$ cat src/rtl/dmarr_pkg.sv
package dmarr_pkg;
  typedef enum logic [1:0] {
    TERM_OFF = 2'd0,
    TERM_IN  = 2'd1,
    TERM_OUT = 2'd2
  } term_mode_e;

  typedef struct packed {
    logic       edge_mode;
    logic       act_low;
    term_mode_e term;
  } sense_cfg_t;
endpackage

$ cat src/rtl/dmarr_sync.sv
module dmarr_sync #(
  parameter int W      = 4,
  parameter int STAGES = 2
) (
  input  logic         clk,
  input  logic         rst_n,
  input  logic [W-1:0] d,
  output logic [W-1:0] q
);
  logic [STAGES-1:0][W-1:0] stg_q;
  logic [STAGES-1:0][W-1:0] stg_n;

  always_comb begin
    stg_n = {stg_q[STAGES-2:0], d};
  end

  always_ff @(posedge clk or negedge rst_n) begin
    if (!rst_n) stg_q <= '0;
    else        stg_q <= stg_n;
  end

  assign q = stg_q[STAGES-1];
endmodule

$ cat src/rtl/dmarr_cfg.sv
module dmarr_cfg
  import dmarr_pkg::*;
#(
  parameter int NCH = 4,
  parameter int CW  = 2,
  parameter int PW  = 2
) (
  input  logic                   clk,
  input  logic                   rst_n,
  input  logic                   cfg_we,
  input  logic [CW-1:0]          cfg_ch,
  input  logic                   cfg_pin_en,
  input  logic [PW-1:0]          cfg_pin_sel,
  input  sense_cfg_t             cfg_sense,
  output logic [NCH-1:0]         pin_en,
  output logic [NCH-1:0][PW-1:0] pin_sel,
  output sense_cfg_t [NCH-1:0]   sense,
  output logic                   cfg_err
);
  logic [NCH-1:0]         en_q, en_n;
  logic [NCH-1:0][PW-1:0] sel_q, sel_n;
  sense_cfg_t [NCH-1:0]   sense_q, sense_n;
  logic                   err_q, err_n;
  logic                   conflict;

  always_comb begin
    conflict = 1'b0;
    for (int j = 0; j < NCH; j++) begin
      if (cfg_pin_en && en_q[j] && (sel_q[j] == cfg_pin_sel) && (j != int'(cfg_ch)))
        conflict = 1'b1;
    end
  end

  always_comb begin
    en_n    = en_q;
    sel_n   = sel_q;
    sense_n = sense_q;
    err_n   = err_q;
    if (cfg_we) begin
      if (conflict) begin
        err_n = 1'b1;
      end else begin
        err_n           = 1'b0;
        en_n[cfg_ch]    = cfg_pin_en;
        sel_n[cfg_ch]   = cfg_pin_sel;
        sense_n[cfg_ch] = cfg_sense;
      end
    end
  end

  always_ff @(posedge clk or negedge rst_n) begin
    if (!rst_n) begin
      for (int j = 0; j < NCH; j++) begin
        en_q[j]    <= (j < 2);
        sel_q[j]   <= (j < 2) ? PW'(j) : '0;
        sense_q[j] <= '{edge_mode: 1'b0, act_low: 1'b0, term: TERM_OFF};
      end
      err_q <= 1'b0;
    end else begin
      en_q    <= en_n;
      sel_q   <= sel_n;
      sense_q <= sense_n;
      err_q   <= err_n;
    end
  end

  assign pin_en  = en_q;
  assign pin_sel = sel_q;
  assign sense   = sense_q;
  assign cfg_err = err_q;

  for (genvar a = 0; a < NCH; a++) begin : g_pa
    for (genvar b = a + 1; b < NCH; b++) begin : g_pb
      assert_pair_excl_R2: assert property (@(posedge clk) disable iff (!rst_n)
        !(en_q[a] && en_q[b] && (sel_q[a] == sel_q[b])));
    end
  end

  assert_reject_keeps_R2: assert property (@(posedge clk) disable iff (!rst_n)
    (cfg_we && conflict) |=> (err_q && $stable(en_q) && $stable(sel_q) && $stable(sense_q)));
endmodule

$ cat src/rtl/dmarr_req_cond.sv
module dmarr_req_cond
  import dmarr_pkg::*;
#(
  parameter int NPIN = 4,
  parameter int PW   = 2
) (
  input  logic            clk,
  input  logic            rst_n,
  input  logic [NPIN-1:0] pins_s,
  input  logic            pin_en,
  input  logic [PW-1:0]   pin_sel,
  input  sense_cfg_t      sense,
  input  logic            strobe,
  input  logic            int_req,
  output logic            xfer_req,
  output logic            ack
);
  logic act_lvl;
  logic prev_q, prev_n;
  logic pend_q, pend_n;
  logic rise;

  assign act_lvl = pins_s[pin_sel] ^ sense.act_low;
  assign rise    = act_lvl && !prev_q;

  always_comb begin
    prev_n = act_lvl;
    pend_n = pend_q;
    if (!pin_en || !sense.edge_mode) begin
      pend_n = 1'b0;
    end else begin
      if (strobe) pend_n = 1'b0;
      if (rise)   pend_n = 1'b1;
    end
  end

  always_ff @(posedge clk or negedge rst_n) begin
    if (!rst_n) begin
      prev_q <= 1'b0;
      pend_q <= 1'b0;
    end else begin
      prev_q <= prev_n;
      pend_q <= pend_n;
    end
  end

  always_comb begin
    if (!pin_en)              xfer_req = int_req;
    else if (sense.edge_mode) xfer_req = pend_q;
    else                      xfer_req = act_lvl && !strobe;
  end

  assign ack = strobe && pin_en;

  assert_edge_hold_R5: assert property (@(posedge clk) disable iff (!rst_n)
    (pin_en && sense.edge_mode && pend_q && !strobe) |=> (pend_q || !pin_en || !sense.edge_mode));

  assert_level_mask_R4: assert property (@(posedge clk) disable iff (!rst_n)
    (pin_en && !sense.edge_mode && strobe) |-> !xfer_req);
endmodule

$ cat src/rtl/dmarr_term.sv
module dmarr_term
  import dmarr_pkg::*;
#(
  parameter int NCH    = 4,
  parameter int STAGES = 2
) (
  input  logic                 clk,
  input  logic                 rst_n,
  input  logic                 term_in,
  input  sense_cfg_t [NCH-1:0] sense,
  input  logic [NCH-1:0]       strobe,
  input  logic [NCH-1:0]       last,
  input  logic                 flyby,
  output logic [NCH-1:0]       eng_stop,
  output logic                 term_out,
  output logic                 term_oe
);
  logic           term_s;
  logic [NCH-1:0] is_in, is_out;

  dmarr_sync #(.W(1), .STAGES(STAGES)) u_tsync (
    .clk(clk), .rst_n(rst_n), .d(term_in), .q(term_s)
  );

  for (genvar c = 0; c < NCH; c++) begin : g_role
    assign is_in[c]    = (sense[c].term == TERM_IN);
    assign is_out[c]   = (sense[c].term == TERM_OUT);
    assign eng_stop[c] = strobe[c] && is_in[c] && term_s && !flyby;
  end

  assign term_out = |(strobe & last & is_out);
  assign term_oe  = |is_out;

  assert_flyby_quiet_R9: assert property (@(posedge clk) disable iff (!rst_n)
    flyby |-> (eng_stop == '0));

  assert_drive_enabled_R10: assert property (@(posedge clk) disable iff (!rst_n)
    term_out |-> term_oe);
endmodule

$ cat src/rtl/dmarr_top.sv
module dmarr_top
  import dmarr_pkg::*;
#(
  parameter int NCH         = 4,
  parameter int NPIN        = 4,
  parameter int SYNC_STAGES = 2,
  localparam int CW = $clog2(NCH),
  localparam int PW = $clog2(NPIN)
) (
  input  logic            clk,
  input  logic            rst_n,
  input  logic            cfg_we,
  input  logic [CW-1:0]   cfg_ch,
  input  logic            cfg_pin_en,
  input  logic [PW-1:0]   cfg_pin_sel,
  input  logic            cfg_edge,
  input  logic            cfg_act_low,
  input  logic [1:0]      cfg_term,
  output logic            cfg_err,
  input  logic [NPIN-1:0] req_pin,
  output logic [NPIN-1:0] ack_pin,
  input  logic [NCH-1:0]  int_req,
  output logic [NCH-1:0]  xfer_req,
  input  logic [NCH-1:0]  eng_strobe,
  input  logic [NCH-1:0]  eng_last,
  input  logic            eng_flyby,
  output logic [NCH-1:0]  eng_stop,
  input  logic            term_in,
  output logic            term_out,
  output logic            term_oe
);
  sense_cfg_t                 wr_sense;
  logic [NCH-1:0]             pin_en;
  logic [NCH-1:0][PW-1:0]     pin_sel;
  sense_cfg_t [NCH-1:0]       sense;
  logic [NPIN-1:0]            pins_s;
  logic [NCH-1:0]             ch_ack;

  assign wr_sense = '{edge_mode: cfg_edge, act_low: cfg_act_low, term: term_mode_e'(cfg_term)};

  dmarr_cfg #(.NCH(NCH), .CW(CW), .PW(PW)) u_cfg (
    .clk(clk), .rst_n(rst_n), .cfg_we(cfg_we), .cfg_ch(cfg_ch),
    .cfg_pin_en(cfg_pin_en), .cfg_pin_sel(cfg_pin_sel), .cfg_sense(wr_sense),
    .pin_en(pin_en), .pin_sel(pin_sel), .sense(sense), .cfg_err(cfg_err)
  );

  dmarr_sync #(.W(NPIN), .STAGES(SYNC_STAGES)) u_psync (
    .clk(clk), .rst_n(rst_n), .d(req_pin), .q(pins_s)
  );

  for (genvar c = 0; c < NCH; c++) begin : g_ch
    dmarr_req_cond #(.NPIN(NPIN), .PW(PW)) u_cond (
      .clk(clk), .rst_n(rst_n), .pins_s(pins_s), .pin_en(pin_en[c]),
      .pin_sel(pin_sel[c]), .sense(sense[c]), .strobe(eng_strobe[c]),
      .int_req(int_req[c]), .xfer_req(xfer_req[c]), .ack(ch_ack[c])
    );
  end

  always_comb begin
    ack_pin = '0;
    for (int p = 0; p < NPIN; p++) begin
      for (int c = 0; c < NCH; c++) begin
        if (ch_ack[c] && (int'(pin_sel[c]) == p)) ack_pin[p] = 1'b1;
      end
    end
  end

  dmarr_term #(.NCH(NCH), .STAGES(SYNC_STAGES)) u_term (
    .clk(clk), .rst_n(rst_n), .term_in(term_in), .sense(sense),
    .strobe(eng_strobe), .last(eng_last), .flyby(eng_flyby),
    .eng_stop(eng_stop), .term_out(term_out), .term_oe(term_oe)
  );

  assert_ack_needs_strobe_R3: assert property (@(posedge clk) disable iff (!rst_n)
    (ack_pin != '0) |-> (eng_strobe != '0));
endmodule

$ cat config.mk
export PLATFORM = sky130hd
export DESIGN_NAME = dmarr_top
export DESIGN_NICKNAME = d
export VERILOG_FILES = /design/src/rtl/dmarr_pkg.sv /design/src/rtl/dmarr_sync.sv /design/src/rtl/dmarr_cfg.sv /design/src/rtl/dmarr_req_cond.sv /design/src/rtl/dmarr_term.sv /design/src/rtl/dmarr_top.sv
export SDC_FILE = /design/constraint.sdc
export NUM_CORES = 1
export LEC_CHECK = 0
export ABC_AREA = 1
export CAP_MARGIN = 20
export CORE_MARGIN = 2
export CORE_UTILIZATION = 53
export CTS_CLUSTER_SIZE = 40
export DETAILED_ROUTE_END_ITERATION = 8
export HOLD_SLACK_MARGIN = 0.06
export PLACE_DENSITY = 0.8
export SYNTH_ARGS = -nofsm -noshare
export SYNTH_HDL_FRONTEND = slang
export SYNTH_SLANG_ARGS = --single-unit
$ cat constraint.sdc
create_clock -name clk -period 1.8 [get_ports clk]
set_clock_uncertainty 0.2 [all_clocks]
set_input_delay 0.36 -clock clk [delete_from_list [all_inputs] [get_ports clk]]
set_output_delay 0.36 -clock clk [all_outputs]
set_load 0.1 [all_outputs]
==> impl_metrics.json <==
{
  "ant_nets": 0,
  "cpMaxStageDelayCell": "dfstp_2",
  "relSlewSlack": 0.7329,
  "critical_path.top_delay_family": "flip-flops",
  "clk_latency_ns": 0.30,
  "reg2reg_setup_slack_ns": -0.28,
  "design_power_total_mw": 5.053,
  "final_util": 0.9000,
  "peakVddDrop_mv": 0.7999,
  "cts_made_buffers": 5,
  "clk_pin_slew_ns": 0.07,
  "min_from": "u_psync.stg_n[7]",
  "path_class": "register to output port",
  "synth_warnings": 0,
  "p_comb_frac": 0.570,
  "critPathMaxStageDelay_ns": 0.58,
  "switchingPower_mw": 2.315,
  "seq_power_share": 0.313,
  "final_common_cell": "nand2_1",
  "final_cell_mix": "nand2_1 (109), buf_4 (48), dfrtp_1 (39)",
  "end_kind": "output port",
  "r2r_start": "u_cfg.pin_sel[2]",
  "cp.buffers_inverters": 3,
  "syn_nets": 372,
  "outcome": "finished, violations left",
  "clock.fmax_mhz": 427.1,
  "synthesis.area_mm2": 0.002624,
  "r2r_end": "u_cfg.sense[14]",
  "drt_iter0_markers": 461,
  "p_clk_frac": 0.117,
  "die_w_um": 74.36,
  "cp_max_fo": 4,
  "cts.sinks": 47,
  "hold_violations": 0,
  "critPathRequiredTime_ns": 1.24,
  "whs_ns": 0.1487,
  "antenna_cells": 0,
  "min_to": "u_psync.q[3]",
  "power_leakage_nw": 2.124,
  "internal_power_mw": 2.738,
  "final.fill_count": 212,
  "multiInputGateArea_mm2": 0.001549,
  "ys_seq_area_frac": 0.4497,
  "core_area_mm2": 0.004755,
  "clockBufferDepth": 2,
  "final-seq-area_mm2": 0.001186,
  "antenna_found_initial": 0,
  "dieArea_mm2": 0.005529,
  "r2r_cells": 12,
  "grt_pass1_vias": 2848,
  "min_path_type": "register to register",
  "vias": 3150,
  "startpoint": "u_cfg.pin_sel[2]",
  "worst_slew_pin_slew_ns": 0.4000,
  "period_share": 1.301,
  "remaining_drc_errors": 0,
  "ys_ff_latch": 47,
  "die_h_um": 74.36,
  "grt_pass1_wl_um": 13680,
  "timing.final.ws_setup_ns": -0.5416,
  "first_pass_iters": 5,
  "cts-root-buf": "clkbuf_8",
  "maxSlewViolCount": 0,
  "rows": 25,
  "setup_viol": 43,
  "yosysUniqueCellTypes": 29,
  "htreeDepth": 2,
  "hold_path_depth": 0,
  "gp_congestion": 0.9582,
  "drv_cap": 0,
  "synth_cells": 342,
  "grt_max_degree": 48,
  "final_nets": 476,
  "power_density_mw_per_mm2": 1181,
  "port_buffers": 44,
  "drive_above_1_share": 0.3969,
  "routed_via_density": 6.140,
  "sw_frac_of_total": 0.4581,
  "ios": 45,
  "violations": "negative setup slack",
  "instances_no_fill": 513,
  "critPathLaunchType": "register",
  "rsz0062_at_grt": "yes",
  "hpwl_um": 5664,
  "arrival_ns": 1.78,
  "wl_per_cell_um": 20.29,
  "worstPathCellList": "inv_4, buf_6, nand3_2, o31ai_2, a31oi_2, o31ai_4, buf_12",
  "grt_overflow": 0,
  "synth.avg_cell_area_um2": 7.672,
  "dp.cells": 490,
  "layout_min_cycle_time_ns": 2.342,
  "grtUsageTotal": 0.3319,
  "area_delta_synth_final_pct": 63.09,
  "cts_tree": "built",
  "initial_core_util": 0.5518,
  "drt-total-wl_um": 10410
}
worst reg2reg max path: stages (launching register included):
cell and delay (ns):
dfstp_2 0.58, inv_4 0.06, buf_6 0.11, buf_6 0.10, nand2_2 0.05, nand2_1 0.07, nor2_1 0.16, nand2_1 0.13
nand2_4 0.13, inv_8 0.06, buf_6 0.13, nand4_1 0.13, nand2_1 0.07
cell families after synthesis:
kind of cell | after synthesis | synth area share
DFF | 47 | 0.4497
and+or+nand+nor | 208 | 0.3715
xor gates and xnor gates | 2 | 0.006677
buffers and inverters | 56 | 0.1044
AOI/OAI and AO/OA | 29 | 0.06771
metal layers:
metal | vias up | wire length [µm] | GRT usage
li1 | 1342 | - | -
met1 | 1482 | 3860 | 0.4271
met2 | 255 | 4867 | 0.5418
met3 | 71 | 1110 | 0.07724
met4 | 0 | 572 | 0.1349
met5 | - | 0 | 0
state kept, by name (all words and copies together) (netlist names):
name,flops
g_ch.u_cond.pend_q,4
u_psync.stg_n,4
u_psync.q,4
u_cfg.cfg_err,1
u_term.u_tsync.q,1
u_cfg.sense,16
u_term.u_tsync.stg_n,1
g_ch.u_cond.prev_q,4
u_cfg.pin_sel,8
u_cfg.pin_en,4
through the flow:
stage               setup TNS (ns)  instance area, µm²  setup WS [ns]
global placement            -14.68                3730        -0.4523
detailed placement          -16.44                3730        -0.4868
CTS                         -9.236                4086        -0.5344
global route                -14.08                4279        -0.5922
finish                      -10.27                4279        -0.5416
floorplan                   -1.020                2794        -0.1850
how the worst max path moves through the flow:
stage | cells after the start | slack (ns) | end
2_1_floorplan | 2 | -0.18 | ack_pin[3]
3_3_place_gp | 8 | -0.45 | ack_pin[0]
3_5_place_dp | 8 | -0.49 | ack_pin[0]
4_1_cts | 6 | -0.53 | xfer_req[1]
5_1_grt | 7 | -0.59 | ack_pin[0]
6_report | 7 | -0.54 | ack_pin[0]
cell type report:
cell class | instances | area share
Inverter | 39 | 0.03947
Sequential cell | 47 | 0.2772
Timing Repair inverter | 1 | 0.002632
Tap cell | 67 | 0.01959
Clock buffer | 7 | 0.01784
Multi-Input combinational cell | 240 | 0.3620
Timing Repair Buffer | 112 | 0.2813
timing repair:
item,4_1_cts,5_1_grt
cloned,2,1
pin swaps,57,33
gates resized for setup,63,50
setup buffers,9,5
endpoints found under the setup margin,43,43
hold endpoints to repair,44,0
hold buffers,1,0
Yosys cell counts, drive strengths merged:
library cell,n,share of area
a2111o,1,0.0043
xor2,1,0.0033
o31ai,2,0.0057
o311ai,3,0.010
nand3,25,0.060
nor3,7,0.013
a21oi,5,0.0095
inv,39,0.057
nand2,124,0.18
or3b,1,0.0033
nor2,16,0.029
dfstp,3,0.030
nand4,31,0.074
o21bai,2,0.0057
dfrtp,44,0.42
xnor2,1,0.0033
buf,17,0.048
a31oi,4,0.0095
o21ai,12,0.023
nand3b,4,0.011
power groups by stage:
| stage | logic [mW] | clock network (mW) | registers [mW] |
|---|---|---|---|
| finish | 2.88 | 0.590 | 1.58 |
| global route | 3.00 | 0.649 | 1.60 |
| CTS | 2.57 | 0.594 | 1.53 |
| detailed placement | 2.33 | 0 | 1.53 |
| global placement | 2.27 | 0 | 1.52 |
| floorplan | 1.46 | 0 | 1.51 |
(Power assumes the default switching activity.)
